**src/rtl/arm_trig_pkg.sv**
```systemverilog
package arm_trig_pkg;
  localparam int REG_W  = 8;
  localparam int ADDR_W = 3;

  typedef enum logic [1:0] {
    ST_IDLE  = 2'd0,
    ST_WAIT  = 2'd1,
    ST_DELAY = 2'd2
  } arm_state_t;

  localparam logic [ADDR_W-1:0] A_CTRL  = 3'd0;
  localparam logic [ADDR_W-1:0] A_LIMIT = 3'd1;
  localparam logic [ADDR_W-1:0] A_DELAY = 3'd2;
  localparam logic [ADDR_W-1:0] A_SAMP  = 3'd3;
  localparam logic [ADDR_W-1:0] A_IMM   = 3'd4;
  localparam logic [ADDR_W-1:0] A_INIT  = 3'd5;

  localparam logic [REG_W-1:0] SAMP_RST  = 8'h20;
  localparam logic [REG_W-1:0] LIMIT_RST = 8'h01;

  // control byte, msb first
  typedef struct packed {
    logic [2:0] src;     // 7:5 external source select
    logic       reclk;   // 4   cascade divider stage
    logic       prearm;  // 3   pre/post arm readings
    logic       hold;    // 2   block external arms
    logic       inf;     // 1   infinite arms
    logic       fast;    // 0   delay on every clock
  } ctrl_t;
endpackage

```
**src/rtl/arm_tick_div.sv**
```systemverilog
module arm_tick_div #(
  parameter int DIV = 10
) (
  input  logic clk,
  input  logic rst,
  input  logic en,
  output logic tick
);
  localparam int CW = (DIV > 1) ? $clog2(DIV) : 1;
  localparam logic [CW-1:0] LAST = CW'(DIV - 1);

  logic [CW-1:0] cnt;

  function automatic logic [CW-1:0] wrap_inc(input logic [CW-1:0] v);
    return (v == LAST) ? '0 : v + CW'(1);
  endfunction

  always_ff @(posedge clk) begin
    if (rst)     cnt <= '0;
    else if (en) cnt <= wrap_inc(cnt);
  end

  assign tick = en && (cnt == LAST);
endmodule

```
**src/rtl/arm_ctrl_regs.sv**
```systemverilog
module arm_ctrl_regs import arm_trig_pkg::*; #(
  parameter int RW = REG_W,
  parameter int AW = ADDR_W
) (
  input  logic          clk,
  input  logic          rst,
  input  logic          wr_en,
  input  logic [AW-1:0] wr_addr,
  input  logic [RW-1:0] wr_data,
  output ctrl_t         ctrl,
  output logic [RW-1:0] limit,
  output logic [RW-1:0] delay,
  output logic [RW-1:0] samp,
  output logic          imm_stb,
  output logic          init_stb
);
  function automatic logic hit(input logic en, input logic [AW-1:0] a,
                               input logic [AW-1:0] want);
    return en && (a == want);
  endfunction

  always_ff @(posedge clk) begin
    if (rst) begin
      ctrl  <= '0;
      limit <= LIMIT_RST;
      delay <= '0;
      samp  <= SAMP_RST;
    end else begin
      if (hit(wr_en, wr_addr, A_CTRL))  ctrl  <= ctrl_t'(wr_data);
      if (hit(wr_en, wr_addr, A_LIMIT)) limit <= wr_data;
      if (hit(wr_en, wr_addr, A_DELAY)) delay <= wr_data;
      if (hit(wr_en, wr_addr, A_SAMP))  samp  <= wr_data;
    end
  end

  assign imm_stb  = hit(wr_en, wr_addr, A_IMM);
  assign init_stb = hit(wr_en, wr_addr, A_INIT);
endmodule

```
**src/rtl/arm_seq.sv**
```systemverilog
module arm_seq import arm_trig_pkg::*; #(
  parameter int CNT_W = REG_W,
  parameter int DLY_W = REG_W,
  parameter int N_SRC = 8
) (
  input  logic             clk,
  input  logic             rst,
  input  ctrl_t            ctrl,
  input  logic [CNT_W-1:0] limit,
  input  logic [DLY_W-1:0] delay,
  input  logic             imm_stb,
  input  logic             init_stb,
  input  logic [N_SRC-1:0] ext_arm,
  input  logic             tb_tick,
  output arm_state_t       state,
  output logic [CNT_W-1:0] count,
  output logic             armed,
  output logic             accept
);
  logic [DLY_W-1:0] dly;
  logic             ext_hit;
  logic             done;

  function automatic logic [CNT_W-1:0] sat_inc(input logic [CNT_W-1:0] v);
    return (v == '1) ? v : v + CNT_W'(1);
  endfunction

  function automatic logic limit_met(input logic [CNT_W-1:0] c,
                                     input logic [CNT_W-1:0] l,
                                     input logic inf);
    return !inf && (c >= l);
  endfunction

  assign ext_hit = ext_arm[ctrl.src] && !ctrl.hold;
  assign done    = limit_met(count, limit, ctrl.inf);
  assign accept  = (state == ST_WAIT) && !init_stb && !done &&
                   (imm_stb || ext_hit);

  always_ff @(posedge clk) begin
    if (rst) begin
      state <= ST_IDLE;
      count <= '0;
      dly   <= '0;
      armed <= 1'b0;
    end else begin
      armed <= 1'b0;
      if (init_stb) begin
        state <= ST_WAIT;
        count <= '0;
      end else begin
        case (state)
          ST_WAIT: begin
            if (done) begin
              state <= ST_IDLE;
            end else if (accept) begin
              state <= ST_DELAY;
              count <= sat_inc(count);
              dly   <= delay;
            end
          end
          ST_DELAY: begin
            if (dly == '0) begin
              armed <= 1'b1;
              state <= done ? ST_IDLE : ST_WAIT;
            end else if (tb_tick) begin
              dly <= dly - DLY_W'(1);
            end
          end
          default: state <= ST_IDLE;
        endcase
      end
    end
  end
endmodule

```
**src/rtl/arm_trig_ctrl.sv**
```systemverilog
module arm_trig_ctrl import arm_trig_pkg::*; #(
  parameter int N_SRC  = 8,
  parameter int DIV    = 10,
  parameter int STAGES = 2
) (
  input  logic              clk,
  input  logic              rst,
  input  logic              wr_en,
  input  logic [ADDR_W-1:0] wr_addr,
  input  logic [REG_W-1:0]  wr_data,
  input  logic [N_SRC-1:0]  ext_arm,
  output logic [1:0]        state_o,
  output logic [REG_W-1:0]  arm_cnt_o,
  output logic              armed_o,
  output logic              prearm_o,
  output logic [REG_W-1:0]  samp_cfg_o
);
  ctrl_t            ctrl_w;
  logic [REG_W-1:0] limit_w, delay_w;
  logic             imm_stb_w, init_stb_w, accept_w, hold_w, tb_tick_w;
  logic [STAGES:0]  tick_chain;
  arm_state_t       state_w;

  arm_ctrl_regs u_regs (
    .clk(clk), .rst(rst), .wr_en(wr_en), .wr_addr(wr_addr), .wr_data(wr_data),
    .ctrl(ctrl_w), .limit(limit_w), .delay(delay_w), .samp(samp_cfg_o),
    .imm_stb(imm_stb_w), .init_stb(init_stb_w)
  );

  // cascaded divide-by-DIV stages: stage i advances on stage i-1's tick
  assign tick_chain[0] = 1'b1;
  for (genvar i = 0; i < STAGES; i++) begin : g_div
    arm_tick_div #(.DIV(DIV)) u_div (
      .clk(clk), .rst(rst), .en(tick_chain[i]), .tick(tick_chain[i+1])
    );
  end

  assign tb_tick_w = ctrl_w.fast ? 1'b1 :
                     (ctrl_w.reclk ? tick_chain[STAGES] : tick_chain[1]);
  assign hold_w    = ctrl_w.hold;

  arm_seq #(.N_SRC(N_SRC)) u_seq (
    .clk(clk), .rst(rst), .ctrl(ctrl_w), .limit(limit_w), .delay(delay_w),
    .imm_stb(imm_stb_w), .init_stb(init_stb_w), .ext_arm(ext_arm),
    .tb_tick(tb_tick_w), .state(state_w), .count(arm_cnt_o),
    .armed(armed_o), .accept(accept_w)
  );

  assign state_o  = state_w;
  assign prearm_o = ctrl_w.prearm;
endmodule

```
**config.mk**
```make
export PLATFORM = sky130hd
export DESIGN_NAME = arm_trig_ctrl
export DESIGN_NICKNAME = d
export VERILOG_FILES = /design/src/rtl/arm_trig_pkg.sv /design/src/rtl/arm_tick_div.sv /design/src/rtl/arm_ctrl_regs.sv /design/src/rtl/arm_seq.sv /design/src/rtl/arm_trig_ctrl.sv
export SDC_FILE = /design/constraint.sdc
export NUM_CORES = 1
export LEC_CHECK = 0
export CAP_MARGIN = 20
export CELL_PAD_IN_SITES_DETAIL_PLACEMENT = 0
export CELL_PAD_IN_SITES_GLOBAL_PLACEMENT = 2
export CORE_MARGIN = 2
export CORE_UTILIZATION = 30
export CTS_BUF_LIST = sky130_fd_sc_hd__clkbuf_2
export CTS_CLUSTER_SIZE = 40
export DETAILED_ROUTE_END_ITERATION = 16
export PLACE_DENSITY = 0.82
export SETUP_SLACK_MARGIN = 0.02
export SKIP_LAST_GASP = 1
export SLEW_MARGIN = 20
export SYNTH_ARGS = -nofsm -noshare
export SYNTH_HDL_FRONTEND = slang
export SYNTH_SLANG_ARGS = --single-unit
```
**constraint.sdc**
```tcl
create_clock -name clk -period 2 [get_ports clk]
set_input_delay 0.6 -clock clk [delete_from_list [all_inputs] [get_ports clk]]
set_output_delay 0.6 -clock clk [all_outputs]
set_load 0.1 [all_outputs]
```
# Yosys cells after proc, flatten, opt, wreduce, memory -nomap -nowiden
# Cells that the tools add are included.
# op_classes
reduce_logical	27
n_mux	17
addsub	4
bitwise_logic	4
n_lt_le_gt_ge	2
n_eq_ne	18
# ops
operator	n
8-bit two-way mux	4
8-bit case mux with 2 select lines	1
1-bit logical AND	12
4-bit by 1-bit adder with 4-bit output, second input constant	2
8-bit by 1-bit adder with 8-bit output, second input constant	1
4-bit equality test, second input constant	2
8-bit equality test, second input constant	1
8-bit >= comparator	1
8-bit logical NOT	1
2-bit != test, second input constant	4
8-bit by 1-bit subtractor with 8-bit output, second input constant	1
3-bit by 2-bit equality test with 1-bit output, second input constant	2
3-bit equality test, second input constant	2
1-bit two-way mux	6
2-bit two-way mux	3
6-bit AND reduction	1
1-bit logical NOT	4
3-bit by 4-bit less-than comparator with 1-bit output, second input constant	1
4-bit two-way mux	1
4-bit by 2-bit != test with 1-bit output, second input constant	1
1-bit NOT	4
2-bit case mux with 2 select lines	1
2-bit AND reduction	2
4-bit AND reduction	1
12 further kinds	13
# word_totals
output_inout_bits	20
register_bits	59
wordCells	88
input_bits	22

# Longest topological paths before layout
# Gate-level depths: netlist of run 1.
# logic_depth
depth_word	10
mapped_depth	10
mapped_depth_nobuf	8

# Hierarchy
# Synthesis of run 1 repeated with hierarchy kept, for this count alone.
# unflattened
cells_unflattened	375
hier_area_um2	3400.8
# modules_own_cells
module	area_per_inst_um2	n_inst	cells_per_inst	seq_area_each_um2
arm_seq	1642.8	1	207	380.4
arm_ctrl_regs	1361.3	1	127	640.6
arm_tick_div	188.9	2	19	80.1
arm_trig_ctrl	18.8	1	3	0.0

# Worst setup path after synthesis of run 1
# OpenSTA, ideal clock, no wires.
# synth_timing
path_type	register -> register
startpoint	reg u_seq.count[2]
endpoint	reg u_seq.count[4]
n_path_buf	1
setup_ns	0.071
synth_period_minus_slack_ns	2.737
stages_incl_launch_ff	9
required_ns	1.929
path_slack_ns	-0.737
arrival_time_ns	2.666
path_cell_list	dfxtp_1 ha_1 a211oi_1 o21ai_1 a21oi_4 nand4b_4 buf_6 or3_1 a21oi_1
# synth_via
elab_chain_len	6
word_cells_on_any_way	10
classes_between	1 x add/sub; 1 x order compare; 1 x eq/ne; 2 x bitwise; 5 x reduce/logical
# synth_lines
item	line_no	source
start: declaration	arm_seq.sv:16	output logic [CNT_W-1:0] count,
start signal: assignment	arm_seq.sv:57	count <= sat_inc(count);
8-bit >= comparator	arm_seq.sv:31	return !inf && (c >= l);
1-bit logical AND	arm_seq.sv:31	
1-bit logical NOT	arm_seq.sv:36	assign accept = (state == ST_WAIT) && !init_stb && !done &&
1-bit logical AND (2 in series)	arm_seq.sv:36	
4-bit AND reduction (no line)	-	
# Parallel ways exist; a longest one is shown, timed or not.
# A chain may end at the register's enable or synchronous reset.

# Worst setup path after layout of run 1
# layout_timing
startpoint	in ext_arm[4]
endpoint	reg u_seq.count[5]
# layout_via
elab_chain_len	6
# layout_lines
item	line_no	source
start: declaration	arm_trig_ctrl.sv:11	input logic [N_SRC-1:0] ext_arm,
1-bit binary-select mux with 3-bit select	arm_seq.sv:34	assign ext_hit = ext_arm[ctrl.src] && !ctrl.hold;
1-bit two-way mux (not written as such)	arm_seq.sv:34	
1-bit logical AND	arm_seq.sv:34	
1-bit logical OR	arm_seq.sv:37	(imm_stb || ext_hit);
1-bit logical AND	arm_seq.sv:36	
4-bit AND reduction (no line)	-	
# No other way between the ends. The select of a mux whose other input is x is not followed.

==> out/results.md, run 1 <==
### Placement
• **PortBufs** 41
• **global placer's final weighted congestion** 0.749
• **HPWL after DPL** 5.83 mm

### Route
• **count of antenna-violating nets left after detailed routing** 0
• **via count normalized by instance count** 4.80
• **routed wire length** 8.15 mm
• **DRC marker count from the first detailed-route iteration** 84
• **via total after detailed routing** 2884
• **DRC violations left** 0
• **wire length per cell** 13.6 um
• **first drt pass iteration count** 4

### STA
• **Max-Slew Margin vs Limit** 60.6%
• **share of the clock period used by the worst path after layout** 103%
• **RSZ-0062 raised after global routing** true
• **endpoints failing hold** 0
• **Highest Clock Rate** 484 MHz
• **Clock Skew** 0.0255 ns
• **clock period minus final worst setup slack** 2.07 ns
• **Final WS setup** -0.0655 ns
• **transition time at the pin with the least slew margin** 0.586 ns
• **Final setup viols** 9
• **max-slew violation count** 0

### Synth
• **post-synthesis instance area** 0.00296 mm^2
• **ys async rst share** 0%
• **Synth cell types** 53
• **top_reg_cell synth** sky130_fd_sc_hd__dfxtp_1
• **register area share after synthesis** 39.9%
• **count of yosys warnings during synthesis** 0
• **gate count after technology mapping** 372
• **number of flops mapped to enable cells by yosys** 0
• **mean area per synthesized cell** 7.96 um^2
• **share of the synthesized area in the top cell type** 39.9%
• **Syn Nets** 409
• **leading post-synthesis cells by cell area** sky130_fd_sc_hd__dfxtp_1 (40%), sky130_fd_sc_hd__nand2_1 (10%), sky130_fd_sc_hd__a21oi_1 (8.5%)
• **count of state elements after synthesis** 59
• **library cell occupying the most area in the post-synthesis netlist** sky130_fd_sc_hd__dfxtp_1

### Power
• **Pwr per Cell Area** 460 mW/mm^2
• **Max IR drop VDD** 0.000209 V
• **Total Power** 2.09 mW
• **Pleak** 1.65 nW

### Worst setup path
• **classification of the worst setup path** input pin to flip-flop
• **data arrival at the endpoint of the critical path** 2.50 ns
• **worst endpoint required time** 2.44 ns
• **Crit. End Element** flip-flop
• **maximum fanout along the worst path** 5
• **startpoint types** input pin

### Global route
• **sum of overflow across all layers after global routing** 0
• **wire length of the first global-routing pass** 13.6 mm
• **vias in the first global route** 2903
• **overall fraction of global-route tracks in use** 16.8%
• **maximum number of pins on one net before global-route repair** 40
• **number of antenna violations at the first check in global routing** 0

### Final layout
• **Final Net Count** 501
• **core utilization of the finished layout** 46.9%
• **diodes inserted** 0
• **most common library cell in the layout ignoring fill and taps** sky130_fd_sc_hd__nand2_1
• **P&R area growth vs syn** 53.4%
• **leading cell types in the layout, fill and taps excluded** sky130_fd_sc_hd__nand2_1 (81), sky130_fd_sc_hd__buf_4 (51), sky130_fd_sc_hd__dfxtp_1 (41)
• **share of cells above drive strength 1** 32.9%

### Clock network
• **H-tree lvl count** 3
• **total clock buffers created by CTS** 9
• **number of sinks driven by the clock tree** 59
• **maximum count of clock buffers along a single path** 2
• **Clk Tree Root Cell** sky130_fd_sc_hd__clkbuf_2
• **clock-pin slew on the worst setup and hold paths** 0.17 ns
• **later-pin clock latency in the skew report** 0.49 ns
• **TritonCTS clock tree** built
• **number of hold buffers added after CTS** 0

### Job
• **maxcap violations** 0

### Die
• **starting utilization of the core area** 30.6%
• **die area** 0.0107 mm^2
• **die outline width** 103 um
• **Placeable Area** 0.00968 mm^2
• **row count** 36
• **Boundary Pins** 42
• **height of the chip** 103 um

### Run status
• **run status** finished, violations left
• **violations in the final reports** setup timing

### Worst hold path
• **min-delay worst type** flip-flop to flip-flop

==> per-stage QoR <==
step / std cells / hold slack [ns] / instance area, um^2 / worst slack (ns) / setup TNS, ns
after global routing: 601 / 0.490 / 4540 / -0.133 / -1.11
after CTS: 600 / 0.472 / 4380 / -0.0166 / -0.0166
after detailed placement: 582 / 0.452 / 4170 / -0.618 / -12.17
final: 601 / 0.468 / 4540 / -0.0655 / -0.215
after global placement: 582 / 0.446 / 4170 / -0.590 / -11.58
after floorplan: 372 / 0.431 / 3050 / -0.0734 / -0.276
==> where the power goes <==
group | switching [mW] | total, mW | leakage, nW | internal [mW]
clock network | 0.426 | 0.574 | 0.0564 | 0.148
registers | 0.0149 | 1.20 | 0.489 | 1.18
logic | 0.165 | 0.316 | 1.11 | 0.151
total | 0.606 | 2.09 | 1.65 | 1.48
==> cell usage after synthesis, types with 7 or more instances <==
cell type,instances
sky130_fd_sc_hd__nor2_1,24
sky130_fd_sc_hd__nand2b_1,8
sky130_fd_sc_hd__nor2b_1,8
sky130_fd_sc_hd__inv_1,18
sky130_fd_sc_hd__nand2_1,81
sky130_fd_sc_hd__ha_1,15
sky130_fd_sc_hd__nand3_1,7
sky130_fd_sc_hd__clkbuf_1,14
sky130_fd_sc_hd__o21ai_0,7
sky130_fd_sc_hd__a21oi_1,50
sky130_fd_sc_hd__mux2i_1,8
sky130_fd_sc_hd__dfxtp_1,59
==> critical path: stages <==
cell and delay [ns]:
sky130_fd_sc_hd__clkdlybuf4s50_1 0.46, sky130_fd_sc_hd__mux2i_1 0.08, sky130_fd_sc_hd__a221oi_2 0.27, sky130_fd_sc_hd__buf_4 0.17, sky130_fd_sc_hd__a31oi_2 0.11, sky130_fd_sc_hd__nand4b_4 0.21
sky130_fd_sc_hd__or4_1 0.48, sky130_fd_sc_hd__a21oi_1 0.12
==> area by class of cell <==
type / count / area [um^2]
Timing Repair Buffer: 98 / 1080
Sequential cell: 59 / 1230
Inverter: 18 / 67.6
Clock inverter: 5 / 22.5
Clock buffer: 10 / 50.0
Tap cell: 133 / 166
Multi-Input combinational cell: 278 / 1920
Fill cell: 944 / 5140
==> state kept, by name (all words and copies together) (netlist names) <==
register / flops
g_div.u_div.cnt: 8
u_regs.ctrl: 8
u_regs.delay: 8
u_regs.limit: 8
u_regs.samp: 8
u_seq.count: 8
u_seq.dly: 8
u_seq.state: 2
u_seq.armed: 1
==> kinds of logic (layout without fill, tap and decap cells) <==
| logic type | count (synthesis) | after routing | share of synthesized area [%] |
|---|---|---|---|
| flip-flops | 59 | 59 | 39.9 |
| multiplexers | 10 | 10 | 3.47 |
| adder cells (fa/ha/maj) | 15 | 15 | 6.34 |
| AO/OA/AOI/OAI | 87 | 87 | 18.1 |
| AND/OR/NAND/NOR | 161 | 162 | 25.9 |
| XOR/XNOR | 4 | 4 | 1.18 |
| buffers and inverters | 36 | 131 | 5.11 |
==> routing by layer <==
metal  wire [um]  track usage, %  vias up  part of all wire (%)
met3         274            3.83       11                   3.4
met4         166            6.28        0                   2.0
met5           0               0        -                     0
li1            -               -     1469                     -
met2        3820            27.3       55                    47
met1        3890            21.7     1349                    48
==> timing repair <==
action / 4_1_cts / 5_1_grt
pin swaps: 12 / 18
setup buffers: 2 / 1
resized for setup: 20 / 36
setup endpoints to repair: 14 / 17
cloned: 1 / 0
==> final timing paths <==
kind / from / to / slack [ns] / cells after the start
min reg2reg: u_regs.limit[6] / u_regs.limit[6] / 0.47 / 2
min: u_regs.limit[6] / u_regs.limit[6] / 0.47 / 2
max reg2reg: u_regs.limit[2] / u_seq.count[5] / -0.03 / 8
max: ext_arm[4] / u_seq.count[5] / -0.07 / 8
Power figures use the tool's default switching activity.
==> inputs of run 2 (changes only) <==
==> constraint.sdc (replaced) <==
create_clock -name clk -period 2 [get_ports clk]
set_input_delay 0.2 -clock clk [delete_from_list [all_inputs] [get_ports clk]]
set_output_delay 0.2 -clock clk [all_outputs]
set_load 0.1 [all_outputs]
==> out/results.md, run 2 (same netlist as run 1, synthesis figures left out) <==
### Power
• **Pwr per Cell Area** 550 mW/mm^2, was 460 mW/mm^2
• **Max IR drop VDD** 0.000302 V, was 0.000209 V
• **Pleak** 1.54 nW, was 1.65 nW
• **Total Power** 2.28 mW, was 2.09 mW

### Route
• **first drt pass iteration count** 4, unchanged
• **via total after detailed routing** 2820, was 2884
• **count of antenna-violating nets left after detailed routing** 0, unchanged
• **routed wire length** 8.01 mm, was 8.15 mm
• **wire length per cell** 13.5 um, was 13.6 um
• **DRC marker count from the first detailed-route iteration** 133, was 84
• **via count normalized by instance count** 4.76, was 4.80
• **DRC violations left** 0, unchanged

### STA
• **Max-Slew Margin vs Limit** 68.9%, was 60.6%
• **RSZ-0062 raised after global routing** true, unchanged
• **Clock Skew** 0.0267 ns, was 0.0255 ns
• **endpoints failing hold** 0, unchanged
• **Final setup viols** 5, was 9
• **Highest Clock Rate** 489 MHz, was 484 MHz
• **max-slew violation count** 0, unchanged
• **transition time at the pin with the least slew margin** 0.467 ns, was 0.586 ns
• **Final TNS setup** -0.125 ns, was -0.215 ns
• **share of the clock period used by the worst path after layout** 102%, was 103%
• **clock period minus final worst setup slack** 2.05 ns, was 2.07 ns
• **Final WS setup** -0.0454 ns, was -0.0655 ns
• **hold_ws** 0.386 ns, was 0.468 ns

### Worst setup path
• **Crit. End Element** flip-flop, unchanged
• **Cell Chain, Critical Path** ha_1 -> a21oi_1 -> o22ai_1 -> a21oi_4 -> nand4b_4 -> or4_4 -> a21oi_2, was clkdlybuf4s50_1 -> mux2i_1 -> a221oi_2 -> buf_4 -> a31oi_2 -> nand4b_4 -> or4_1 -> a21oi_1
• **startpoint types** flip-flop, was input pin
• **maximum fanout along the worst path** 5, unchanged
• **internal reg-to-reg setup slack** -0.05 ns, was -0.03 ns
• **data arrival at the endpoint of the critical path** 2.47 ns, was 2.50 ns
• **delay of the slowest cell on the worst path** 0.50 ns, was 0.48 ns
• **worst endpoint required time** 2.43 ns, was 2.44 ns
• **cell with the biggest individual delay on the critical path** sky130_fd_sc_hd__or4_4, was sky130_fd_sc_hd__or4_1
• **classification of the worst setup path** flip-flop to flip-flop, was input pin to flip-flop

### Placement
• **standard cell area after detailed placement** 0.00382 mm^2, was 0.00417 mm^2
• **PortBufs** 41, unchanged
• **global placer's final weighted congestion** 0.818, was 0.749
• **HPWL after DPL** 5.90 mm, was 5.83 mm

### Die
• **Placeable Area** 0.00968 mm^2, unchanged
• **Boundary Pins** 42, unchanged
• **die outline width** 103 um, unchanged
• **starting utilization of the core area** 30.6%, unchanged
• **height of the chip** 103 um, unchanged
• **row count** 36, unchanged
• **die area** 0.0107 mm^2, unchanged

### Global route
• **vias in the first global route** 2657, was 2903
• **maximum number of pins on one net before global-route repair** 27, was 40
• **wire length of the first global-routing pass** 13.0 mm, was 13.6 mm
• **routing usage on met3** 3.49%, was 3.83%
• **met1 global-route usage** 21.1%, was 21.7%
• **overall fraction of global-route tracks in use** 16.0%, was 16.8%
• **global routing met2 resource utilization** 25.7%, was 27.3%
• **sum of overflow across all layers after global routing** 0, unchanged
• **number of antenna violations at the first check in global routing** 0, unchanged
• **most congested layer reported by global routing** met2, unchanged

### Clock network
• **H-tree lvl count** 3, unchanged
• **number of sinks driven by the clock tree** 59, unchanged
• **maximum count of clock buffers along a single path** 2, unchanged
• **TritonCTS clock tree** built, unchanged
• **Clk Tree Root Cell** sky130_fd_sc_hd__clkbuf_2, unchanged
• **later-pin clock latency in the skew report** 0.49 ns, about the same
• **clock-pin slew on the worst setup and hold paths** 0.20 ns, was 0.17 ns
• **total clock buffers created by CTS** 9, unchanged

### Final layout
• **share of cells above drive strength 1** 28.3%, was 32.9%
• **Final Net Count** 492, was 501
• **leading cell types in the layout, fill and taps excluded** sky130_fd_sc_hd__nand2_1 (81), sky130_fd_sc_hd__buf_4 (63), sky130_fd_sc_hd__a21oi_1 (48), was sky130_fd_sc_hd__nand2_1 (81), sky130_fd_sc_hd__buf_4 (51), sky130_fd_sc_hd__dfxtp_1 (41)
• **diodes inserted** 0, unchanged
• **most common library cell in the layout ignoring fill and taps** sky130_fd_sc_hd__nand2_1, unchanged
• **P&R area growth vs syn** 39.8%, was 53.4%
• **Final Instance Area** 0.00414 mm^2, was 0.00454 mm^2

### Job
• **maxcap violations** 0, unchanged

### Run status
• **run status** finished, violations left, unchanged
• **violations in the final reports** setup timing, unchanged

### Worst hold path
• **min-delay worst type** input pin to flip-flop, was flip-flop to flip-flop

## run 2: worst paths after layout
kind,from,to,depth (start not counted)
max reg2reg,u_seq.count[5],u_seq.count[5],7
max,u_seq.count[5],u_seq.count[5],7
min reg2reg,u_regs.samp[7],u_regs.samp[7],2
min,wr_data[4],u_regs.delay[4],3
## run 2: per-layer routing
metal	vias up	share of wire [%]	wire length [um]
li1	1447	-	-
met4	0	0.87	70
met3	4	4.7	377
met1	1300	49	3890
met5	-	0	0
met2	69	46	3670
## run 2: final cells by class
type | instances | area (um^2)
fillers | 988 | 5550
clock buffers | 9 | 45.0
clock inverters | 7 | 76.3
repair buffers | 89 | 739
well taps | 133 | 166
multi-input cells | 278 | 1810
flip-flops and latches | 59 | 1230
inverters | 18 | 67.6
## run 2: critical path, delay by kind of cell (launching register included)
family | cells | cell delay, ns
adders and majority gates | 1 | 0.30
AOI/OAI and AO/OA | 4 | 0.63
DFF | 1 | 0.39
and+or+nand+nor | 2 | 0.67
## run 2: metrics by stage
stage          std cells  utilization [%]  setup WS (ns)
6_report             593             42.7        -0.0454
5_1_grt              593             42.7         -0.162
4_1_cts              590             41.1        -0.0509
3_5_place_dp         572             39.4         -0.248
3_3_place_gp         572             39.4         -0.228
2_1_floorplan        372                -        -0.0734
## run 2: repair_timing
action,4_1_cts,5_1_grt
setup endpoints to repair,15,17
hold buffers,0,0
pin swaps,7,9
resized for setup,7,28
gates cloned,1,0
buffers inserted,1,3
## run 2: power by group
group / switching (mW) / internal, mW / total (mW)
combinational: 0.157 / 0.128 / 0.285
clock: 0.495 / 0.299 / 0.794
sequential: 0.0133 / 1.18 / 1.20
total: 0.665 / 1.61 / 2.28
==> inputs of run 3 (changes only) <==
Settings changed: CAP_MARGIN 20 to 10, CTS_CLUSTER_SIZE 40 to 25.
==> results of run 3 <==
No change in the layout: final DEF, timing and power equal those of run 2.
